### config.mk
export PLATFORM = sky130hd
export DESIGN_NAME = e1dl_rx_extract
export DESIGN_NICKNAME = d
export VERILOG_FILES = /design/src/rtl/e1dl_pkg.sv /design/src/rtl/e1dl_cell_qual.sv /design/src/rtl/e1dl_data_retime.sv /design/src/rtl/e1dl_strobe_fsm.sv /design/src/rtl/e1dl_rx_extract.sv
export SDC_FILE = /design/constraint.sdc
export NUM_CORES = 1
export LEC_CHECK = 0
export ABC_AREA = 1
export ABC_CLOCK_PERIOD_IN_PS = 800
export BUFFER_PORTS_ARGS = -buffer_cell sky130_fd_sc_hd__buf_2
export CORE_AREA = 2 2 39 41
export DETAILED_ROUTE_END_ITERATION = 12
export DIE_AREA = 0 0 41 43
export PLACE_DENSITY = 0.56
export SLEW_MARGIN = 25
export SYNTH_ARGS = -nofsm -noshare
export SYNTH_HDL_FRONTEND = slang
export SYNTH_SLANG_ARGS = --single-unit
### constraint.sdc
create_clock -name clk -period 0.8 [get_ports clk]
set_input_delay 0.16 -clock clk [delete_from_list [all_inputs] [get_ports clk]]
set_output_delay 0.16 -clock clk [all_outputs]
set_load 0.05 [all_outputs]
### src/rtl/e1dl_pkg.sv
package e1dl_pkg;
    typedef enum logic [1:0] {
        ST_IDLE  = 2'd0,
        ST_ARM   = 2'd1,
        ST_PULSE = 2'd2,
        ST_WIDE  = 2'd3
    } e1dl_state_t;
endpackage

### src/rtl/e1dl_cell_qual.sv
module e1dl_cell_qual #(
    parameter int TS_W     = 5,
    parameter int BIT_W    = 3,
    parameter int FRM_W    = 4,
    parameter int SA_N     = 5,
    parameter int SA_FIRST = 3
) (
    input  logic [TS_W-1:0]  ts_pos,
    input  logic [BIT_W-1:0] bit_pos,
    input  logic [FRM_W-1:0] frm_pos,
    input  logic [SA_N-1:0]  sa_sel,
    input  logic             frame_lost,
    output logic             cell_marked
);
    logic [SA_N-1:0] hit;

    // one comparator per national bit
    for (genvar k = 0; k < SA_N; k++) begin : g_sa
        localparam logic [BIT_W-1:0] POS = BIT_W'(SA_FIRST + k);
        assign hit[k] = sa_sel[k] && (bit_pos == POS);
    end

    always_comb begin
        cell_marked = (|hit) && (ts_pos == '0) && frm_pos[0] && !frame_lost;
    end
endmodule

### src/rtl/e1dl_data_retime.sv
module e1dl_data_retime (
    input  logic clk,
    input  logic rst_n,
    input  logic rx_fall_en,
    input  logic rx_in,
    output logic dl_data
);
    always_ff @(posedge clk or negedge rst_n) begin
        if (!rst_n) begin
            dl_data <= 1'b0;
        end else if (rx_fall_en) begin
            dl_data <= rx_in;
        end
    end
endmodule

### src/rtl/e1dl_strobe_fsm.sv
module e1dl_strobe_fsm
    import e1dl_pkg::*;
(
    input  logic clk,
    input  logic rst_n,
    input  logic rx_fall_en,
    input  logic rx_rise_en,
    input  logic cell_marked,
    input  logic strb_is_enable,
    output logic dl_strb
);
    e1dl_state_t state, state_nx;

    always_comb begin
        state_nx = state;
        if (rx_fall_en) begin
            if (!cell_marked) begin
                state_nx = ST_IDLE;
            end else if (strb_is_enable) begin
                state_nx = ST_WIDE;
            end else begin
                state_nx = ST_ARM;
            end
        end else begin
            unique case (state)
                ST_IDLE:  state_nx = ST_IDLE;
                ST_ARM:   state_nx = rx_rise_en ? ST_PULSE : ST_ARM;
                ST_PULSE: state_nx = ST_PULSE;
                ST_WIDE:  state_nx = ST_WIDE;
                default:  state_nx = ST_IDLE;
            endcase
        end
    end

    always_ff @(posedge clk or negedge rst_n) begin
        if (!rst_n) begin
            state <= ST_IDLE;
        end else begin
            state <= state_nx;
        end
    end

    always_comb begin
        unique case (state)
            ST_PULSE, ST_WIDE: dl_strb = 1'b1;
            default:           dl_strb = 1'b0;
        endcase
    end
endmodule

### src/rtl/e1dl_rx_extract.sv
module e1dl_rx_extract #(
    parameter int TS_W     = 5,
    parameter int BIT_W    = 3,
    parameter int FRM_W    = 4,
    parameter int SA_N     = 5,
    parameter int SA_FIRST = 3
) (
    input  logic             clk,
    input  logic             rst_n,
    input  logic             rx_fall_en,
    input  logic             rx_rise_en,
    input  logic             rx_in,
    input  logic [TS_W-1:0]  ts_pos,
    input  logic [BIT_W-1:0] bit_pos,
    input  logic [FRM_W-1:0] frm_pos,
    input  logic [SA_N-1:0]  sa_sel,
    input  logic             strb_is_enable,
    input  logic             frame_lost,
    output logic             dl_data,
    output logic             dl_strb
);
    logic cell_marked;

    e1dl_cell_qual #(
        .TS_W(TS_W), .BIT_W(BIT_W), .FRM_W(FRM_W),
        .SA_N(SA_N), .SA_FIRST(SA_FIRST)
    ) u_qual (
        .ts_pos      (ts_pos),
        .bit_pos     (bit_pos),
        .frm_pos     (frm_pos),
        .sa_sel      (sa_sel),
        .frame_lost  (frame_lost),
        .cell_marked (cell_marked)
    );

    e1dl_data_retime u_data (
        .clk        (clk),
        .rst_n      (rst_n),
        .rx_fall_en (rx_fall_en),
        .rx_in      (rx_in),
        .dl_data    (dl_data)
    );

    e1dl_strobe_fsm u_fsm (
        .clk            (clk),
        .rst_n          (rst_n),
        .rx_fall_en     (rx_fall_en),
        .rx_rise_en     (rx_rise_en),
        .cell_marked    (cell_marked),
        .strb_is_enable (strb_is_enable),
        .dl_strb        (dl_strb)
    );
endmodule

==> flow_summary.ini, run 1 <==
[status]
outcome = complete, but fails checks
violations = negative setup slack

[timing]
tightest_slew_ns = 0.203
max_freq_mhz = 1060
finalSetupViolCount = 3
slew_headroom_pct = 86.3
period_share_pct = 118
rsz0062_at_grt = true
hold_viol = 0
setup_tns_ns = -0.288
hold_ws_ns = 0.133
finalMaxSlewViolations = 0
fin_ws_ns = -0.143
fin_skew_ns = 0.00214
finalWorstPathRequiredPeriod_ns = 0.943

[critical_path]
start_kind = register
crit_family = flip-flops
end_kind = output pin
critPathBufInv = 1
cp_cell_sequence = buf_6
slowest_delay_ns = 0.40
worst-path-max-fanout = 2
worstSetupPathType = register to output pin
crit_path_top_delay_cell = dfrtp_2
worstPathRequired_ns = 0.64
cp.arrival_ns = 0.78

[placed_design]
gp_congestion = 0.694
place_ws_ns = -0.0841
post-dp-hpwl_um = 503
portBuffers = 22
placed_cells = 76

[power_and_ir_drop]
combPwrFrac_pct = 23.2
seqPwrFrac_pct = 29.5
internal_power_mw = 0.409
power_frac_clock_pct = 47.3
power.switching_mw = 0.139
switching_share_pct = 25.4
power_mw = 0.549
power.density_nw_per_um2 = 1320
p_leak_nw = 0.241
peakVddDrop_mv = 0.663

[die]
die_w_um = 41
rows = 14
initial_core_util_pct = 16.7
ios = 26
die_h_um = 43
fp.dieArea_sq_um = 1760
coreArea_sq_um = 1380

[global_route]
grt_max_degree = 6
grt_pass1_wl_mm = 1.04
grt_overflow = 0
track_usage_pct = 9.14
antenna_found_initial = 0
grt_pass1_vias = 307

[synth]
yosys_warnings = 0
synthCells = 38
synth_area_per_cell_sq_um = 6.09
netlist_area_sq_um = 231
synthesis.nets = 62
synth_area_leaders = dfrtp_1 32%, nand2_1 18%, nand4_1 8.1%, nor2_1 8.1%, nor2_2 8.1%
ys_ff_latch = 3
synthTopCellsByCount = 11 x nand2_1, 5 x nor2_1, 4 x inv_1
netlist.area_leader.share_pct = 32.4
ys_async_sr_fraction_pct = 100
ys_seq_area_share_pct = 32.4
synth_edf_count = 0
synth_largest_area_cell = dfrtp_1
synth-main-ff-cell = dfrtp_1
yosysMostFrequentCell = nand2_1
ys_types = 13

[detailed_routing]
wl_per_cell_um = 7.04
ant_nets = 0
route.vias.total = 313
dr.first_iter.drc_count = 0
vias_per_cell = 3.86
routed_wl_um = 570
route.detailed.drc = 0
dr.pass1.iters = 1

[job]
max_cap_viol_count = 0

[finish]
nNetsFinal = 90
stdcell_count = 81
synthToLayoutAreaGrowth_pct = 79.5
drive_above_1_share_pct = 49.2
diodes = 0

[cts]
cts.clk_slew.worst_paths_ns = 0.04
cts_tree = built
clkLatencyLatePin_ns = 0.23
clkSinkCount = 3
cts_buffers = 3
cts_buffer_depth = 2
h-tree-depth = 1
root_buffer = clkbuf_4
post_cts_buffers = 0

[min_path]
hold_class = primary input to register
[final timing paths]
| kind | startpoint | to | slack, ns | cells after the start |
|---|---|---|---|---|
| min in group asynchronous | rst_n | u_fsm.state[1]$_DFF_PN0_ | 0.26 | 2 |
| worst max register to register | u_fsm.state[1]$_DFF_PN0_ | u_fsm.state[0]$_DFF_PN0_ | -0.01 | 2 |
| worst min-delay path | rx_in | u_data.dl_data$_DFFE_PN0P_ | 0.13 | 3 |
| max in group asynchronous | rst_n | u_data.dl_data$_DFFE_PN0P_ | 0.42 | 2 |
| worst min register to register | u_data.dl_data$_DFFE_PN0P_ | u_data.dl_data$_DFFE_PN0P_ | 0.49 | 2 |
| worst max-delay path | u_data.dl_data$_DFFE_PN0P_ | dl_data | -0.14 | 1 |
[area by class of cell]
cell class,count,area [sq um]
Tap cell,16,20.0
Multi-Input combinational cell,28,130
Inverter,6,22.5
Fill cell,149,968
Timing Repair Buffer,24,140
Clock buffer,4,26.3
Sequential cell,3,76.3
[logic make-up (layout without fill, tap and decap cells)]
family          Yosys count  in the layout  share of synthesized area, %
compound gates            3              3                          6.48
buf+inv                   7             34                          11.3
simple gates             25             25                          49.7
flops                     3              3                          32.4
[placed cells by master (no fill, tap or decap)]
cell type and n:
buf_2 20, dlygate4sd3_1 1, nor2_2 3, o21ai_0 1, nand4_1 3, nand3_1 2
nand3b_1 1, nor2_1 5, buf_4 1, buf_6 2, dfrtp_2 1, clkbuf_1 1
a21oi_1 1, clkbuf_4 3, nand2_1 11, inv_1 4, o21ai_1 1, inv_2 2
dfrtp_1 2
[power groups by stage]
stage / Combinational [mW] / Clock [mW] / Sequential, mW
detailed placement: 0.119 / 0 / 0.162
global placement: 0.117 / 0 / 0.162
floorplan: 0.0318 / 0 / 0.179
CTS: 0.129 / 0.281 / 0.162
global route: 0.144 / 0.299 / 0.162
finish: 0.127 / 0.260 / 0.162
[what timing repair did]
| item | in CTS | in global routing |
|---|---|---|
| endpoints found under the setup margin | 2 | 4 |
| hold endpoints to repair | 3 | 0 |
| hold buffers | 1 | 0 |
| gates cloned | 0 | 0 |
| gates resized for setup | 4 | 0 |
[through the flow]
step / util [%] / cell area, sq um
2_1_floorplan: - / 234
3_3_place_gp: 26.5 / 367
3_5_place_dp: 26.5 / 367
4_1_cts: 30.0 / 415
5_1_grt: 30.0 / 415
6_report: 30.0 / 415
[metal layers]
layer / wire, um / vias up / global-route usage [%]
met5: 0 / - / 0
met4: 0 / 0 / 6.00
met3: 57 / 0 / 4.71
met2: 277 / 13 / 14.1
met1: 235 / 124 / 9.00
li1: - / 176 / -
[sequential cells by signal, indices dropped and copies added (netlist names)]
signal and cells:
u_data.dl_data 1, u_fsm.state 2
Power figures use the tool's default switching activity.
==> inputs of run 2 (changes only) <==
--- a/config.mk
+++ b/config.mk
@@ -13,2 +13,3 @@
 export DIE_AREA = 0 0 41 43
+export MAX_ROUTING_LAYER = met4
 export PLACE_DENSITY = 0.56
@@ -18 +19,2 @@
 export SYNTH_SLANG_ARGS = --single-unit
+export TNS_END_PERCENT = 20
==> constraint.sdc (replaced) <==
create_clock -name clk -period 0.8 [get_ports clk]
set_input_delay 0.08 -clock clk [delete_from_list [all_inputs] [get_ports clk]]
set_output_delay 0.08 -clock clk [all_outputs]
set_load 0.05 [all_outputs]
==> flow_summary.ini, run 2 (synthesized netlist as in run 1, its figures left out) <==
[job]
max_cap_viol_count = 0

[timing]
max_freq_mhz = 1150
fin_ws_ns = -0.0664
period_share_pct = 108
finalWorstPathRequiredPeriod_ns = 0.866
rsz0062_at_grt = true
hold_viol = 0
tightest_slew_ns = 0.148
fin_skew_ns = 0.0000309
slew_headroom_pct = 90.1
setup_tns_ns = -0.126
finalSetupViolCount = 2
finalMaxSlewViolations = 0

[critical_path]
end_kind = output pin
crit_path_top_delay_cell = dfrtp_1
worstSetupPathType = register to output pin
cp_cell_sequence = buf_6
cp.arrival_ns = 0.79
critPathBufInv = 1
worst-path-max-fanout = 3
start_kind = register
slowest_delay_ns = 0.39
crit_family = flip-flops
worstPathRequired_ns = 0.72

[detailed_routing]
routed_wl_um = 596
dr.pass1.iters = 3
route.vias.total = 320
dr.first_iter.drc_count = 1
wl_per_cell_um = 7.45
route.detailed.drc = 0
ant_nets = 0
vias_per_cell = 4.00

[placed_design]
placed_cells = 75
gp_congestion = 0.685
place_ws_ns = 0.00958
post-dp-hpwl_um = 518
portBuffers = 22

[cts]
clkLatencyLatePin_ns = 0.23
cts_tree = built
cts_buffer_depth = 2
root_buffer = clkbuf_4
cts.clk_slew.worst_paths_ns = 0.04
h-tree-depth = 1
clkSinkCount = 3
post_cts_buffers = 0
cts_buffers = 3

[status]
violations = negative setup slack
outcome = complete, but fails checks

[global_route]
grt_max_degree = 6
grt_overflow = 0
antenna_found_initial = 0
track_usage_pct = 9.59
grt_pass1_wl_mm = 1.11
grt_pass1_vias = 320

[power_and_ir_drop]
power_frac_clock_pct = 47.7
power.density_nw_per_um2 = 1340
p_leak_nw = 0.237
power.switching_mw = 0.141
seqPwrFrac_pct = 29.5
internal_power_mw = 0.405
switching_share_pct = 25.8
peakVddDrop_mv = 0.736
combPwrFrac_pct = 22.7

[die]
die_w_um = 41
ios = 26
fp.dieArea_sq_um = 1760
rows = 14
initial_core_util_pct = 16.7
die_h_um = 43
coreArea_sq_um = 1380

[finish]
diodes = 0
synthToLayoutAreaGrowth_pct = 75.7
layout_common_cells = 20 x buf_2, 11 x nand2_1, 5 x nor2_1
top_register = u_fsm.state
layout_commonest_cell = buf_2
final_util_pct = 29.4
stdcell_count = 80
largest_reg_flops = 2
nNetsFinal = 89
drive_above_1_share_pct = 46.9
largestRegisters = u_fsm.state x2, u_data.dl_data x1

[min_path]
hold_class = primary input to register
[run 2: cell count changes in the layout (fill, tap and decap cells not counted), sizes merged]
| cell | before | now |
|---|---|---|
| buf | 23 | 22 |
[run 2: power groups by stage]
stage	Clock (mW)	Combinational [mW]	Sequential (mW)
after floorplan	0	0.0318	0.178
after global placement	0	0.113	0.162
after detailed placement	0	0.116	0.162
after CTS	0.276	0.125	0.161
after global routing	0.293	0.141	0.162
final	0.261	0.124	0.161
[run 2: area by class of cell]
cell class	count	area, sq um
clock buffers	4	26.3
fillers	168	977
inverters	6	22.5
multi-input cells	28	130
flip-flops and latches	3	75.1
well taps	16	20.0
repair buffers	23	133
[run 2: metal layers]
metal | routed length, um | GRT usage [%]
met1 | 252 | 10.4
met2 | 268 | 13.4
met3 | 62 | 6.81
met4 | 13 | 3.33
met5 | 0 | -
[run 2: repair_timing]
action,CTS,global route
hold buffers,1,0
setup endpoints to repair,2,4
gates resized for setup,4,1
gates cloned,0,0
endpoints found under the hold margin,3,0
[run 2: through the flow]
| stage | power (mW) | area, sq um | hold WS [ns] |
|---|---|---|---|
| 2_1_floorplan | 0.209 | 233 | -0.216 |
| 5_1_grt | 0.597 | 407 | 0.0729 |
| 6_report | 0.547 | 407 | 0.0531 |
| 3_3_place_gp | 0.275 | 358 | -0.122 |
| 3_5_place_dp | 0.277 | 358 | -0.121 |
| 4_1_cts | 0.562 | 407 | 0.0449 |
[run 2: worst paths after layout]
check	from	to	slack (ns)	depth (start not counted)
worst max-delay path	u_fsm.state[1]$_DFF_PN0_	dl_strb	-0.07	1
max in group asynchronous	rst_n	u_data.dl_data$_DFFE_PN0P_	0.51	2
worst max register to register	u_fsm.state[1]$_DFF_PN0_	u_fsm.state[1]$_DFF_PN0_	0.02	4
worst min register to register	u_data.dl_data$_DFFE_PN0P_	u_data.dl_data$_DFFE_PN0P_	0.51	2
worst min-delay path	rx_in	u_data.dl_data$_DFFE_PN0P_	0.05	3
min in group asynchronous	rst_n	u_fsm.state[1]$_DFF_PN0_	0.18	2
==> inputs of run 3 (changes only) <==
--- a/constraint.sdc
+++ b/constraint.sdc
@@ -3,2 +3,2 @@
 set_output_delay 0.08 -clock clk [all_outputs]
-set_load 0.05 [all_outputs]
+set_load 0.02 [all_outputs]
==> flow_summary.ini, run 3 (synthesized netlist as in run 1, its figures left out) <==
[global_route]
antenna_found_initial = 0
grt_max_degree = 6
grt_pass1_wl_mm = 1.04
grt_overflow = 0
track_usage_pct = 9.29
grt_pass1_vias = 306

[power_and_ir_drop]
power.switching_mw = 0.131
power.density_nw_per_um2 = 1310
p_leak_nw = 0.242
seqPwrFrac_pct = 29.9
switching_share_pct = 24.1
power_mw = 0.541
power_frac_clock_pct = 48.1
combPwrFrac_pct = 22.0
peakVddDrop_mv = 0.365
internal_power_mw = 0.410

[min_path]
hold_class = primary input to register
hold_start = rx_in

[cts]
cts_buffer_depth = 2
cts_tree = built
h-tree-depth = 1
cts_buffers = 3
clkLatencyLatePin_ns = 0.23
root_buffer = clkbuf_4
cts.clk_slew.worst_paths_ns = 0.04
clkSinkCount = 3

[critical_path]
crit_family = flip-flops
cp-startpoint = u_data.dl_data$_DFFE_PN0P_
worst-path-max-fanout = 2
critPathBufInv = 1
crit_path_top_delay_cell = dfrtp_1
cp.arrival_ns = 0.76
worstSetupPathType = register to output pin
r2r_start = u_fsm.state[1]$_DFF_PN0_
slowest_delay_ns = 0.39
end_kind = output pin
start_kind = register
worstPathRequired_ns = 0.72
cp_cell_sequence = buf_6

[detailed_routing]
route.vias.total = 317
route.detailed.drc = 0
routed_wl_um = 580
dr.first_iter.drc_count = 6
vias_per_cell = 3.91
ant_nets = 0
wl_per_cell_um = 7.16
dr.pass1.iters = 4

[die]
die_w_um = 41
ios = 26
coreArea_sq_um = 1380
rows = 14
initial_core_util_pct = 16.7
fp.dieArea_sq_um = 1760
die_h_um = 43

[timing]
fin_ws_ns = -0.0411
finalSetupViolCount = 2
fin_skew_ns = 0.00000663
hold_ws_ns = 0.0621
tightest_slew_ns = 0.163
period_share_pct = 105
rsz0062_at_grt = true
setup_tns_ns = -0.0714
slew_headroom_pct = 89.0
hold_viol = 0
finalWorstPathRequiredPeriod_ns = 0.841
max_freq_mhz = 1190
finalMaxSlewViolations = 0

[finish]
drive_above_1_share_pct = 47.7
largestRegisters = u_fsm.state x2, u_data.dl_data x1
layout_commonest_cell = buf_2
nFillCells = 161
layout_common_cells = 20 x buf_2, 11 x nand2_1, 5 x nor2_1
synthToLayoutAreaGrowth_pct = 78.9
top_register = u_fsm.state
largest_reg_flops = 2
final_util_pct = 29.9
nNetsFinal = 90
diodes = 0

[placed_design]
gp_congestion = 0.675
portBuffers = 22
post-dp-hpwl_um = 502
place_ws_ns = 0.00673

[job]
max_cap_viol_count = 0

[status]
violations = negative setup slack
outcome = complete, but fails checks
[run 3: cell count changes in the layout (fill, tap and decap cells not counted)]
| cell | delta |
|---|---|
| buf_4 | +1 |
| o21ai_0 | +1 |
| o21ai_1 | -1 |
[run 3: routing by layer]
metal  GRT usage [%]  wire length (um)
met1            8.44               233
met5               -                 0
met2            14.4               307
met4            8.00                 0
met3            3.14                40
[run 3: worst paths after layout]
kind	endpoint	slack (ns)	cells after the start
setup / recovery	dl_data	-0.04	1
hold / removal	u_data.dl_data$_DFFE_PN0P_	0.06	3
setup reg to reg	u_fsm.state[1]$_DFF_PN0_	0.02	4
hold reg to reg	u_fsm.state[0]$_DFF_PN0_	0.55	2
max in group asynchronous	u_data.dl_data$_DFFE_PN0P_	0.52	2
min in group asynchronous	u_fsm.state[0]$_DFF_PN0_	0.17	2
[run 3: repair_timing]
item,4_1_cts,5_1_grt
hold endpoints to repair,3,0
setup endpoints to repair,2,4
gates resized for setup,4,0
hold buffers,1,0
buffers inserted,1,0
[run 3: layout make-up]
cell class | count | area [sq um] | area share (%)
repair buffers | 24 | 140 | 33.8
multi-input cells | 28 | 130 | 31.4
flip-flops and latches | 3 | 75.1 | 18.1
clock buffers | 4 | 26.3 | 6.34
inverters | 6 | 22.5 | 5.44
well taps | 16 | 20.0 | 4.83
[run 3: per-stage QoR]
step | std cells | cell area [sq um]
detailed placement | 75 | 358
finish | 81 | 414
global route | 81 | 414
floorplan | 38 | 231
CTS | 81 | 414
global placement | 75 | 358
[run 3: power by group through the flow]
| stage | logic, mW | clock network (mW) | registers, mW |
|---|---|---|---|
| after global routing | 0.135 | 0.280 | 0.162 |
| after CTS | 0.121 | 0.271 | 0.161 |
| after global placement | 0.103 | 0 | 0.162 |
| final | 0.119 | 0.260 | 0.162 |
| after floorplan | 0.0315 | 0 | 0.167 |
| after detailed placement | 0.105 | 0 | 0.162 |
